--- src/rtl/pfw_pkg.sv ---
`timescale 1ns/1ps
// Package: shared types for the flash bus write front end.
// Assumes all control pins are active low.
package pfw_pkg;
    // Synchronised view of the control pins plus the power indication.
    typedef struct packed {
        logic ce_n;
        logic oe_n;
        logic we_n;
        logic pwr_ok;
    } pin_ctrl_t;

    localparam int CTRL_W = $bits(pin_ctrl_t);
    // Idle pin levels: selects and strobe high, power not yet good.
    localparam logic [CTRL_W-1:0] CTRL_IDLE = {1'b1, 1'b1, 1'b1, 1'b0};
endpackage

--- src/rtl/pfw_sync.sv ---
`timescale 1ns/1ps
// Module: pfw_sync
// Two-stage flop chain per bit. Used as a metastability guard for
// control pins and as an alignment delay for the buses.
// Assumes the bus is stable around the strobe edges, so the bus
// stages only align it with the control stages.
module pfw_sync #(
    parameter int              W       = 1,
    parameter logic [W-1:0]    RST_VAL = '0
) (
    input  logic         clk,
    input  logic         rst_n,
    input  logic [W-1:0] d_in,
    output logic [W-1:0] d_out
);
    genvar gi;
    generate
        for (gi = 0; gi < W; gi++) begin : g_bit
            logic st1;
            logic st2;
            // Two flops per bit, reset to the bit's idle level.
            always_ff @(posedge clk) begin
                if (!rst_n) begin
                    st1 <= RST_VAL[gi];
                    st2 <= RST_VAL[gi];
                end else begin
                    st1 <= d_in[gi];
                    st2 <= st1;
                end
            end
            assign d_out[gi] = st2;
        end
    endgenerate
endmodule

--- src/rtl/pfw_lockout.sv ---
`timescale 1ns/1ps
// Module: pfw_lockout
// Holds writes off while power is not good, and for STARTUP_CYC clocks
// after the synchronised power-good rises.
// Assumes STARTUP_CYC >= 1.
module pfw_lockout #(
    parameter int STARTUP_CYC = 250000
) (
    input  logic clk,
    input  logic rst_n,
    input  logic pwr_ok_s,
    output logic locked
);
    localparam int CW = $clog2(STARTUP_CYC + 1);
    localparam logic [CW-1:0] LIMIT = CW'(STARTUP_CYC);

    logic [CW-1:0] up_cnt;

    // Count good-power clocks and saturate at the limit.
    always_ff @(posedge clk) begin
        if (!rst_n || !pwr_ok_s) begin
            up_cnt <= '0;
        end else if (up_cnt != LIMIT) begin
            up_cnt <= up_cnt + 1'b1;
        end
    end

    assign locked = (up_cnt != LIMIT);
endmodule

--- src/rtl/pfw_write_qual.sv ---
`timescale 1ns/1ps
// Module: pfw_write_qual
// Qualifies the combined write strobe. It captures the address on the
// strobe's first sample and the data on its last sample, checks the low
// length, the high gap, the output gate and the lockout, and emits a
// one-cycle write event.
// Assumes its inputs come from the synchroniser stages.
module pfw_write_qual #(
    parameter int AW       = 18,
    parameter int DW       = 8,
    parameter int MIN_LOW  = 2,
    parameter int MIN_HIGH = 5
) (
    input  logic          clk,
    input  logic          rst_n,
    input  logic          strobe,
    input  logic          oe_high,
    input  logic          locked,
    input  logic [AW-1:0] addr_s,
    input  logic [DW-1:0] data_s,
    output logic          wr_valid,
    output logic [AW-1:0] wr_addr,
    output logic [DW-1:0] wr_data
);
    localparam int LW = $clog2(MIN_LOW + 2);
    localparam int HW = $clog2(MIN_HIGH + 2);
    localparam logic [LW-1:0] LOW_LIM  = LW'(MIN_LOW);
    localparam logic [HW-1:0] HIGH_LIM = HW'(MIN_HIGH);

    logic          strobe_d;
    logic          st_begin;
    logic          st_end;
    logic          pulse_ok;
    logic [LW-1:0] low_cnt;
    logic [HW-1:0] high_cnt;
    logic [AW-1:0] addr_cap;
    logic [DW-1:0] data_cap;
    logic          fire;

    assign st_begin = strobe && !strobe_d;
    assign st_end   = !strobe && strobe_d;
    assign fire     = st_end && pulse_ok && !locked && (low_cnt >= LOW_LIM);

    // Delayed strobe copy for edge detection.
    always_ff @(posedge clk) begin
        if (!rst_n) strobe_d <= 1'b0;
        else        strobe_d <= strobe;
    end

    // Count strobe samples, saturating one past the minimum.
    always_ff @(posedge clk) begin
        if (!rst_n || !strobe)  low_cnt <= '0;
        else if (low_cnt <= LOW_LIM) low_cnt <= low_cnt + 1'b1;
    end

    // Count idle samples since the last strobe, saturating at the minimum.
    always_ff @(posedge clk) begin
        if (!rst_n)              high_cnt <= HIGH_LIM;
        else if (strobe)         high_cnt <= '0;
        else if (high_cnt < HIGH_LIM) high_cnt <= high_cnt + 1'b1;
    end

    // Track whether the current strobe is still eligible.
    always_ff @(posedge clk) begin
        if (!rst_n) begin
            pulse_ok <= 1'b0;
        end else if (st_begin) begin
            pulse_ok <= (high_cnt >= HIGH_LIM) && oe_high && !locked;
        end else if (strobe) begin
            pulse_ok <= pulse_ok && oe_high && !locked;
        end
    end

    // Address on the first strobe sample, data on every strobe sample.
    always_ff @(posedge clk) begin
        if (!rst_n) begin
            addr_cap <= '0;
            data_cap <= '0;
        end else begin
            if (st_begin) addr_cap <= addr_s;
            if (strobe)   data_cap <= data_s;
        end
    end

    // Publish an accepted write for exactly one clock.
    always_ff @(posedge clk) begin
        if (!rst_n) begin
            wr_valid <= 1'b0;
            wr_addr  <= '0;
            wr_data  <= '0;
        end else begin
            wr_valid <= fire;
            if (fire) begin
                wr_addr <= addr_cap;
                wr_data <= data_cap;
            end
        end
    end
endmodule

--- src/rtl/pfw_read_ctrl.sv ---
`timescale 1ns/1ps
// Module: pfw_read_ctrl
// Derives the registered read-active and output-driver enables from the
// synchronised pins. Chip-select high forces both off.
module pfw_read_ctrl (
    input  logic clk,
    input  logic rst_n,
    input  logic ce_n_s,
    input  logic oe_n_s,
    input  logic we_n_s,
    output logic rd_active,
    output logic dout_en
);
    // Register the read decode.
    always_ff @(posedge clk) begin
        if (!rst_n) begin
            rd_active <= 1'b0;
            dout_en   <= 1'b0;
        end else begin
            rd_active <= !ce_n_s && !oe_n_s;
            dout_en   <= !ce_n_s && !oe_n_s && we_n_s;
        end
    end
endmodule

--- src/rtl/pfw_frontend.sv ---
`timescale 1ns/1ps
// Module: pfw_frontend (top)
// Flash bus write front end: synchronises the pins, times the startup
// lockout, qualifies writes and drives the read enables.
// Assumes the address and data buses are stable around the strobe edges.
module pfw_frontend #(
    parameter int AW          = 18,
    parameter int DW          = 8,
    parameter int MIN_LOW     = 2,
    parameter int MIN_HIGH    = 5,
    parameter int STARTUP_CYC = 250000
) (
    input  logic          clk,
    input  logic          rst_n,
    input  logic          pwr_good,
    input  logic          ce_n_pin,
    input  logic          oe_n_pin,
    input  logic          we_n_pin,
    input  logic [AW-1:0] addr_pin,
    input  logic [DW-1:0] data_pin,
    output logic          wr_valid,
    output logic [AW-1:0] wr_addr,
    output logic [DW-1:0] wr_data,
    output logic          rd_active,
    output logic          dout_en
);
    import pfw_pkg::*;

    localparam int BW = AW + DW;

    pin_ctrl_t     ctrl_raw;
    pin_ctrl_t     ctrl_s;
    logic [BW-1:0] bus_s;
    logic          locked;
    logic          strobe;

    assign ctrl_raw = '{ce_n: ce_n_pin, oe_n: oe_n_pin, we_n: we_n_pin, pwr_ok: pwr_good};

    pfw_sync #(.W(CTRL_W), .RST_VAL(CTRL_IDLE)) u_ctrl_sync (
        .clk(clk), .rst_n(rst_n), .d_in(ctrl_raw), .d_out(ctrl_s)
    );

    pfw_sync #(.W(BW), .RST_VAL({BW{1'b0}})) u_bus_align (
        .clk(clk), .rst_n(rst_n), .d_in({addr_pin, data_pin}), .d_out(bus_s)
    );

    pfw_lockout #(.STARTUP_CYC(STARTUP_CYC)) u_lock (
        .clk(clk), .rst_n(rst_n), .pwr_ok_s(ctrl_s.pwr_ok), .locked(locked)
    );

    assign strobe = !ctrl_s.ce_n && !ctrl_s.we_n;

    pfw_write_qual #(.AW(AW), .DW(DW), .MIN_LOW(MIN_LOW), .MIN_HIGH(MIN_HIGH)) u_wq (
        .clk(clk), .rst_n(rst_n), .strobe(strobe), .oe_high(ctrl_s.oe_n),
        .locked(locked), .addr_s(bus_s[BW-1:DW]), .data_s(bus_s[DW-1:0]),
        .wr_valid(wr_valid), .wr_addr(wr_addr), .wr_data(wr_data)
    );

    pfw_read_ctrl u_rd (
        .clk(clk), .rst_n(rst_n), .ce_n_s(ctrl_s.ce_n), .oe_n_s(ctrl_s.oe_n),
        .we_n_s(ctrl_s.we_n), .rd_active(rd_active), .dout_en(dout_en)
    );
endmodule

--- config.mk ---
export PLATFORM = sky130hd
export DESIGN_NAME = pfw_frontend
export DESIGN_NICKNAME = d
export VERILOG_FILES = /design/src/rtl/pfw_pkg.sv /design/src/rtl/pfw_sync.sv /design/src/rtl/pfw_lockout.sv /design/src/rtl/pfw_write_qual.sv /design/src/rtl/pfw_read_ctrl.sv /design/src/rtl/pfw_frontend.sv
export SDC_FILE = /design/constraint.sdc
export NUM_CORES = 1
export LEC_CHECK = 0
export BUFFER_PORTS_ARGS = -buffer_cell sky130_fd_sc_hd__buf_2
export CAP_MARGIN = 20
export CORE_MARGIN = 8
export CORE_UTILIZATION = 24
export CTS_BUF_LIST = sky130_fd_sc_hd__clkbuf_8
export CTS_CLUSTER_DIAMETER = 30
export DETAILED_ROUTE_END_ITERATION = 16
export HOLD_SLACK_MARGIN = 0.1
export PLACE_DENSITY = 0.43
export SLEW_MARGIN = 20
export SYNTH_ARGS = -nofsm -noshare
export SYNTH_HDL_FRONTEND = slang
export SYNTH_SLANG_ARGS = --single-unit
--- constraint.sdc ---
create_clock -name clk -period 3.08 [get_ports clk]
set_clock_uncertainty 0.1 [all_clocks]
set_input_delay 0.154 -clock clk [delete_from_list [all_inputs] [get_ports clk]]
set_output_delay 0.154 -clock clk [all_outputs]
set_load 0.02 [all_outputs]
**Yosys cells after proc, flatten, opt, wreduce, memory -nomap -nowiden**

Index checks and enable logic that the tools add are counted.

- Add/sub/neg operators: 3
- Multiply operators: 0
- Div/mod/pow operators: 0
- Order comparisons: 4
- Eq/ne operators: 1
- Shift-type cells: 0
- Mux-type cells: 4
- Bitwise logic cells: 1
- Reduce and logical (&&, ||, !) cells: 25

Operators by type and width:

| operator | number |
|---|---|
| 18-bit by 1-bit adder with 18-bit output (second input constant) | 1 |
| 18-bit inequality test (second input constant) | 1 |
| 1-bit logical AND | 12 |
| 1-bit zero test | 8 |
| 3-bit two-way mux | 2 |
| 2-bit nonzero test | 2 |
| 3-bit by 1-bit adder with 3-bit output (second input constant) | 1 |
| 3-bit greater-or-equal comparator (second input constant) | 1 |
| 3-bit < comparator (second input constant) | 1 |
| 2-bit by 1-bit adder with 2-bit output (second input constant) | 1 |
| 2-bit greater-or-equal comparator (second input constant) | 1 |
| 2-bit less-or-equal comparator (second input constant) | 1 |
| 1-bit logical OR | 2 |
| 1-bit two-way mux | 2 |
| 2-bit OR reduction | 1 |
| 1-bit inverter | 1 |

- Register bits after elaboration: 140
- Bits in latches: 0
- Bits in writable memories: 0
- Bits in read-only memories: 0
- Input port bits: 32
- Output and inout port bits: 29
- Word-level logic and storage cells: 111
- Memories kept: 0

**Logic depth before layout (Yosys ltp)**

Gate-level depths: netlist of the first run.

- Depth in word-level cells: 7
- Mapped depth: 8
- Depth with buffers taken out: 6

**Cells and area by module**

A second synthesis of the first run with hierarchy kept.

- Cells, all modules: 526
- Area, all modules: 5283.8 um^2

Modules (own cells, without submodules):

| module | instances | cells each | area an instance (um^2) | sequential area each (um^2) |
|---|---|---|---|---|
| pfw_write_qual | 1 | 260 | 2396.0 | 1201.2 |
| pfw_sync at u_bus_align | 1 | 135 | 1651.6 | 1041.0 |
| pfw_lockout | 1 | 106 | 932.1 | 360.3 |
| pfw_sync at u_ctrl_sync | 1 | 20 | 240.2 | 160.2 |
| pfw_read_ctrl | 1 | 4 | 60.1 | 40.0 |
| pfw_frontend | 1 | 1 | 3.8 | 0.0 |

**Least setup slack after synthesis of the first run**

Ideal clock, no wire load.

- Kind: reg-to-reg
- Start: reg u_lock.up_cnt[0]
- End: reg u_wq.wr_addr[14]
- Library setup time: 132 ps
- Data arrival time: 1401 ps
- Data required time: 2848 ps
- Setup slack: 1447 ps
- Cell stages (with the launch flop): 9
- Buffers on the path: 2
- Clock period less this slack: 1633 ps
- Cells stage by stage: dfxtp_1 -> inv_1 -> ha_1 -> and4bb_1 -> and3_1 -> buf_4 -> buf_6 -> nand4_1 -> a21oi_1

- Word-level cells in the longest chain between the ends: 4

RTL lines:

| item | line | source |
|---|---|---|
| start: declaration | pfw_lockout.sv:17 | `logic [CW-1:0] up_cnt;` |
| start signal: assignment | pfw_lockout.sv:24 | `up_cnt <= up_cnt + 1'b1;` |
| 18-bit inequality test | pfw_lockout.sv:28 | `assign locked = (up_cnt != LIMIT);` |
| 1-bit zero test | pfw_write_qual.sv:42 | `assign fire = st_end && pulse_ok && !locked && (low_cnt >= LOW_LIM);` |
| 1-bit logical AND (2 in a row) | pfw_write_qual.sv:42 |  |
| end signal: assignment | pfw_write_qual.sv:94 | `wr_addr <= addr_cap;` |
| end: declaration | pfw_write_qual.sv:22 | `output logic [AW-1:0] wr_addr,` |

Every way passes these cells.
A chain may end at the register's enable or synchronous reset.

**Final worst setup path of the first run**

- Start: reg u_wq.low_cnt[1]
- End: reg u_wq.wr_data[7]

- Word-level cells in the longest chain between the ends: 2

RTL lines:

| item | line | source |
|---|---|---|
| start: declaration | pfw_write_qual.sv:34 | `logic [LW-1:0] low_cnt;` |
| start signal: assignment | pfw_write_qual.sv:53 | `else if (low_cnt <= LOW_LIM) low_cnt <= low_cnt + 1'b1;` |
| 2-bit greater-or-equal comparator | pfw_write_qual.sv:42 |  |
| 1-bit logical AND | pfw_write_qual.sv:42 |  |
| end signal: assignment | pfw_write_qual.sv:95 | `wr_data <= data_cap;` |
| end: declaration | pfw_write_qual.sv:23 | `output logic [DW-1:0] wr_data` |

Every way passes these cells.

==> impl_metrics.json, run 1 <==
{
  "fin_ws_ns": 1.12,
  "seq_area_frac_synth": 0.577,
  "crit_slowest_cell": "and2_1",
  "critPathCaptureType": "flop",
  "maxCapViolCount": 0,
  "nets": 640,
  "dp_slack_ns": 1.16,
  "ys_warn_count": 0,
  "ir_drop_mv": 0.228,
  "max_stage_delay_ns": 0.70,
  "syn2layout_area_growth_pct": 28.7,
  "power.leakage_nw": 2.42,
  "rows": 52,
  "die_x_um": 158,
  "combPwrFrac": 0.031,
  "clock_path_buffers": 2,
  "tightest_slew_ns": 0.951,
  "fmax_mhz": 511,
  "grt_pass1_vias": 3597,
  "avgSynthCellArea_um2": 9.47,
  "switchingPower_mw": 0.728,
  "layout_common_cells": "dfxtp_1, a21oi_1, and2_1",
  "via_per_inst": 4.11,
  "ys_types": 39,
  "hold_class": "reg -> reg",
  "route.final.wire_length_um": 11000,
  "synth_adder_area_share": 0.0155,
  "synthCells": 513,
  "cp_max_fo": 26,
  "layout-drive-gt1-share": 0.161,
  "clkSinkCount": 140,
  "nFillCells": 2152,
  "antenna_cells": 0,
  "design_area_mm2": 0.00625,
  "hold_slack_ns": 0.311,
  "power.share.switching": 0.194,
  "power_density_mw_per_mm2": 600,
  "worstPathCellList": "ha_1 -> o22a_1 -> and2_1 -> nand4_1 -> a21oi_1",
  "multiInputGateArea_mm2": 0.00188,
  "grt.busiest_layer": "met2",
  "arrival_ns": 2.21,
  "rsz0062_at_grt": "false",
  "dieHeight_um": 158,
  "placed_cell_area_mm2": 0.00538,
  "hold_viol": 0,
  "crit_type": "reg -> reg",
  "layoutNonFillerInstCount": 885,
  "grt_use_met3": 0.0265,
  "synth.cell_area_mm2": 0.00486,
  "hpwl_um": 7610,
  "relSlewSlack": 0.365,
  "wl_per_cell_um": 12.5,
  "cts_made_buffers": 17,
  "layout_commonest_cell": "dfxtp_1",
  "ff_latch_area_mm2": 0.00280,
  "critPathLaunchType": "flop",
  "drtPass1Iterations": 4,
  "fin_crit_sh": 0.636,
  "drc": 0,
  "grt_overflow_total": 0,
  "period_needed_ns": 1.96,
  "grt_pass1_wl_um": 18000,
  "initial_core_util": 0.242,
  "crit_required_ns": 3.33,
  "grt_antenna_before_repair": 0,
  "status": "completed",
  "h-tree-depth": 4,
  "ys_ff_latch": 140,
  "setup_tns_ns": 0,
  "coreArea_mm2": 0.0200,
  "synth-edff-count": 0,
  "synth_top_area_cell": "dfxtp_1",
  "cts_setup_buffers": 0,
  "clk-insertion-delay-late_ns": 0.43,
  "cts_tree": "done",
  "path_delay_family": "simple AND/OR/NAND/NOR gates",
  "synth_nets": 551,
  "p_clk_frac": 0.473,
  "finalSetupViolations": 0,
  "ys.flop_type": "dfxtp_1",
  "internal_power_mw": 3.02,
  "synth-async-reset-ratio": 0,
  "clkTransAtPathRegs_ns": 0.07,
  "placedCellCount": 815,
  "grt_usage": 0.0916,
  "critPathBufInv": 0,
  "die_area_mm2": 0.0250,
  "synth_compound_area_frac": 0.110,
  "slew_viol_final": 0,
  "synthTopCellsByArea": "dfxtp_1, and2_1, a21oi_1",
  "synth_mux_area_frac": 0,
  "grt_util_met1": 0.126,
  "place.gp.congestion": 0.700,
  "seq_power_share": 0.496,
  "synth.top_cell.area_share": 0.577,
  "synthXorXnorAreaFrac": 0.0216,
  "drtIter0Drc": 276,
  "ios": 61,
  "vias": 3637,
  "synth-simple-area-share": 0.239,
  "postRouteAntennaNets": 0,
  "portBuffers": 60,
  "grt_max_degree": 56,
  "synth_top_family_by_area": "simple AND/OR/NAND/NOR gates",
  "grt_use_met2": 0.127,
  "root_buffer": "clkbuf_8"
}
-- area by class of cell --
type | instances | share of cell area
inverters | 6 | 0.00360
well taps | 270 | 0.0541
flip-flops and latches | 140 | 0.448
repair buffers | 103 | 0.115
multi-input cells | 334 | 0.300
clock inverters | 12 | 0.0348
clock buffers | 20 | 0.0440
-- kinds of logic (layout without fill, tap and decap cells) --
| kind of cell | Yosys count | count (layout) |
|---|---|---|
| flops | 140 | 140 |
| compound gates | 102 | 102 |
| buf+inv | 39 | 141 |
| simple gates | 214 | 214 |
| xor+xnor | 12 | 12 |
| fa+ha+maj | 6 | 6 |
-- per-stage QoR --
stage	util	power [mW]
2_1_floorplan	-	1.95
3_3_place_gp	0.268	1.98
3_5_place_dp	0.268	1.99
4_1_cts	0.312	3.82
5_1_grt	0.312	3.92
6_report	0.312	3.75
-- per-layer routing --
| metal | part of all wire | routed length, µm |
|---|---|---|
| met4 | 0.017 | 186 |
| met3 | 0.037 | 403 |
| met2 | 0.40 | 4460 |
| met1 | 0.54 | 5990 |
| met5 | 0 | 0 |
-- Yosys cell counts (2+ instances only) --
cell,instances
buf_6,2
buf_2,6
xor2_1,11
clkbuf_1,22
nand2b_1,6
nor3_1,5
a41o_1,2
dfxtp_1,140
and3_1,4
a31oi_1,2
buf_4,2
a21oi_1,62
o21ai_0,32
and4bb_1,2
nand4_1,32
or3_1,3
nor2_1,18
and4_1,4
nand2_1,61
and2_1,62
nand3_1,8
inv_1,5
ha_1,6
-- flip-flops by register name, indices dropped and copies added, names as in the netlist, 2 cells and up --
signal and count:
u_wq.wr_data 8, u_wq.wr_addr 18, u_lock.up_cnt 18, u_wq.data_cap 8, u_ctrl_sync.g_bit.st1 4, u_bus_align.g_bit.st1 26, u_wq.addr_cap 18, u_ctrl_sync.g_bit.st2 4
u_wq.high_cnt 3, u_wq.low_cnt 2, u_bus_align.g_bit.st2 26
-- worst reg2reg max path, cell delays in order (launching register included) --
cell,delay [ns]
dfxtp_1,0.38
ha_1,0.16
o22a_1,0.15
and2_1,0.70
nand4_1,0.21
a21oi_1,0.18
-- worst paths after layout --
kind,start,end,slack (ns),depth (start not counted)
setup / recovery,u_wq.low_cnt[1],u_wq.wr_data[7],1.12,5
hold / removal,u_ctrl_sync.g_bit[3].st1,u_ctrl_sync.g_bit[3].st2,0.31,1
setup reg to reg,u_wq.low_cnt[1],u_wq.wr_data[7],1.12,5
hold reg to reg,u_ctrl_sync.g_bit[3].st1,u_ctrl_sync.g_bit[3].st2,0.31,1
-- power groups by stage --
stage / registers, mW / clock network (mW) / logic [mW]
floorplan: 1.90 / 0 / 0.0498
global placement: 1.90 / 0 / 0.0791
finish: 1.86 / 1.77 / 0.115
detailed placement: 1.90 / 0 / 0.0812
global route: 1.87 / 1.92 / 0.130
CTS: 1.86 / 1.84 / 0.118
-- repair_timing --
item,4_1_cts,5_1_grt
hold buffers,38,0
hold endpoints to repair,45,0
gates resized for setup,0,0
(Power assumes the default switching activity.)
==> inputs of run 2 (changes only) <==
- PLACE_DENSITY: 0.43 -> 0.44
- clock period: 3.08 -> 1.7 ns (I/O delays scaled with it)
==> run 2 against run 1 <==
Sequential power is 82% higher. Core utilization up 1.3 points. Clock power is 53% higher. Routed wire length increased by 8.8%. Global-route usage up 0.45 points. Non-clock buffer count grew 22. Sequential share of layout area is 1.7 points lower. Maximum frequency rose by 15%. Die area unchanged. Critical endpoint is now u_wq.wr_addr[6].
==> impl_metrics.json, run 2 (synthesis results as in run 1) <==
{
  "portBuffers": 60,
  "h-tree-depth": 4,
  "place.gp.congestion": 0.811,
  "drc": 0,
  "clk-insertion-delay-late_ns": 0.44,
  "power_density_mw_per_mm2": 966,
  "crit_required_ns": 1.97,
  "postRouteAntennaNets": 0,
  "ir_drop_mv": 0.480,
  "drtIter0Drc": 188,
  "nets": 662,
  "coreArea_mm2": 0.0200,
  "nFillCells": 2135,
  "worstPathCellList": "inv_2 -> ha_4 -> and4bb_2 -> and3_4 -> clkbuf_16 -> nand4_1 -> a21oi_1",
  "max_stage_delay_ns": 0.33,
  "route.final.wire_length_um": 12000,
  "final_util": 0.325,
  "dieHeight_um": 158,
  "reg_top3": "u_bus_align.g_bit.st1 (26), u_bus_align.g_bit.st2 (26)",
  "relSlewSlack": 0.611,
  "hpwl_um": 8180,
  "layout-drive-gt1-share": 0.230,
  "status": "completed",
  "placed_cell_area_mm2": 0.00560,
  "power.leakage_nw": 2.51,
  "initial_core_util": 0.242,
  "cp_max_fo": 7,
  "grt_antenna_before_repair": 0,
  "grt_overflow_total": 0,
  "vias": 3816,
  "root_buffer": "clkbuf_8",
  "hold_class": "in -> reg",
  "period_needed_ns": 1.70,
  "critPathLaunchType": "flop",
  "via_per_inst": 4.21,
  "layout_commonest_cell": "dfxtp_1",
  "layout_common_cells": "dfxtp_1, nand2_1, and2_1",
  "drtPass1Iterations": 4,
  "fin_crit_sh": 0.999,
  "hold_viol": 0,
  "cts_made_buffers": 17,
  "cts_tree": "done",
  "wl_per_cell_um": 13.3,
  "grt_max_degree": 55,
  "ios": 61,
  "fmax_mhz": 589,
  "clkTransAtPathRegs_ns": 0.08,
  "clock_path_buffers": 2,
  "crit_cells": 7,
  "crit_slowest_cell": "dfxtp_2",
  "crit_type": "reg -> reg",
  "die_x_um": 158,
  "hold_slack_ns": 0.283,
  "finalSetupViolations": 0,
  "fin_ws_ns": 0.00173,
  "dp_slack_ns": 0.00522,
  "slew_viol_final": 0,
  "worstRegToRegCells": 7,
  "design_area_mm2": 0.00652,
  "critPathBufInv": 2,
  "grt_pass1_vias": 3721,
  "tightest_slew_ns": 0.583,
  "syn2layout_area_growth_pct": 34.2,
  "rows": 52,
  "grt_pass1_wl_um": 18800,
  "arrival_ns": 1.97,
  "maxCapViolCount": 0,
  "path_delay_family": "simple AND/OR/NAND/NOR gates",
  "rsz0062_at_grt": "true",
  "setup_tns_ns": 0,
  "hold_depth": 3,
  "die_area_mm2": 0.0250,
  "grt_usage": 0.0961,
  "antenna_cells": 0,
  "clkSinkCount": 140,
  "critPathCaptureType": "flop"
}
[run 2: cell types whose count changed in the layout (fill, tap and decap cells not counted), sizes merged]
cell | before | now
buf | 65 | 88
bufinv | 6 | 3
clkinv | 3 | 4
clkinvlp | 1 | 2
dlygate4sd3 | 38 | 34
inv | 8 | 11
[run 2: stage by stage]
step / power [mW] / instances
6_report: 6.29 / 906
5_1_grt: 6.59 / 906
4_1_cts: 6.41 / 901
3_5_place_dp: 3.61 / 836
3_3_place_gp: 3.61 / 836
2_1_floorplan: 3.53 / 513
[run 2: worst register-to-register path: stages (launching register included)]
cell and delay [ns]:
dfxtp_2 0.33, inv_2 0.08, ha_4 0.12, and4bb_2 0.30, and3_4 0.28, clkbuf_16 0.17, nand4_1 0.12, a21oi_1 0.14
[run 2: where the power goes]
group	total, mW	switching (mW)	internal [mW]
logic	0.214	0.0885	0.125
clock network	2.70	1.26	1.45
registers	3.38	0.0274	3.35
[run 2: layer usage]
layer	share of wire	up-vias	global-route usage
li1	-	1971	-
met1	0.48	1743	0.123
met2	0.46	83	0.145
met3	0.036	19	0.0248
met4	0.022	0	0.0530
met5	0	-	0
[run 2: worst paths after layout]
| path | startpoint | end | slack [ns] |
|---|---|---|---|
| worst max-delay path | u_lock.up_cnt[0] | u_wq.wr_addr[6] | 0.002 |
| worst min-delay path | pwr_good | u_ctrl_sync.g_bit[0].st1 | 0.28 |
| worst max register to register | u_lock.up_cnt[0] | u_wq.wr_addr[6] | 0.002 |
| worst min register to register | u_ctrl_sync.g_bit[3].st1 | u_ctrl_sync.g_bit[3].st2 | 0.30 |
[run 2: cell type report]
class	instances	area (µm²)	area share
tap	270	338	0.0519
multi-input combinational	334	1950	0.300
timing repair buffer	125	992	0.152
clock inverter	14	168	0.0257
inverter	6	22.5	0.00346
sequential	140	2810	0.431
clock buffer	17	234	0.0359
[run 2: repair_timing]
item | 4_1_cts | 5_1_grt
setup endpoints to repair | 3 | 30
endpoints found under the hold margin | 50 | 0
hold buffers | 34 | 0
pin swaps | 0 | 36
setup buffers | 0 | 1
gates cloned | 0 | 4
gates resized for setup | 3 | 40
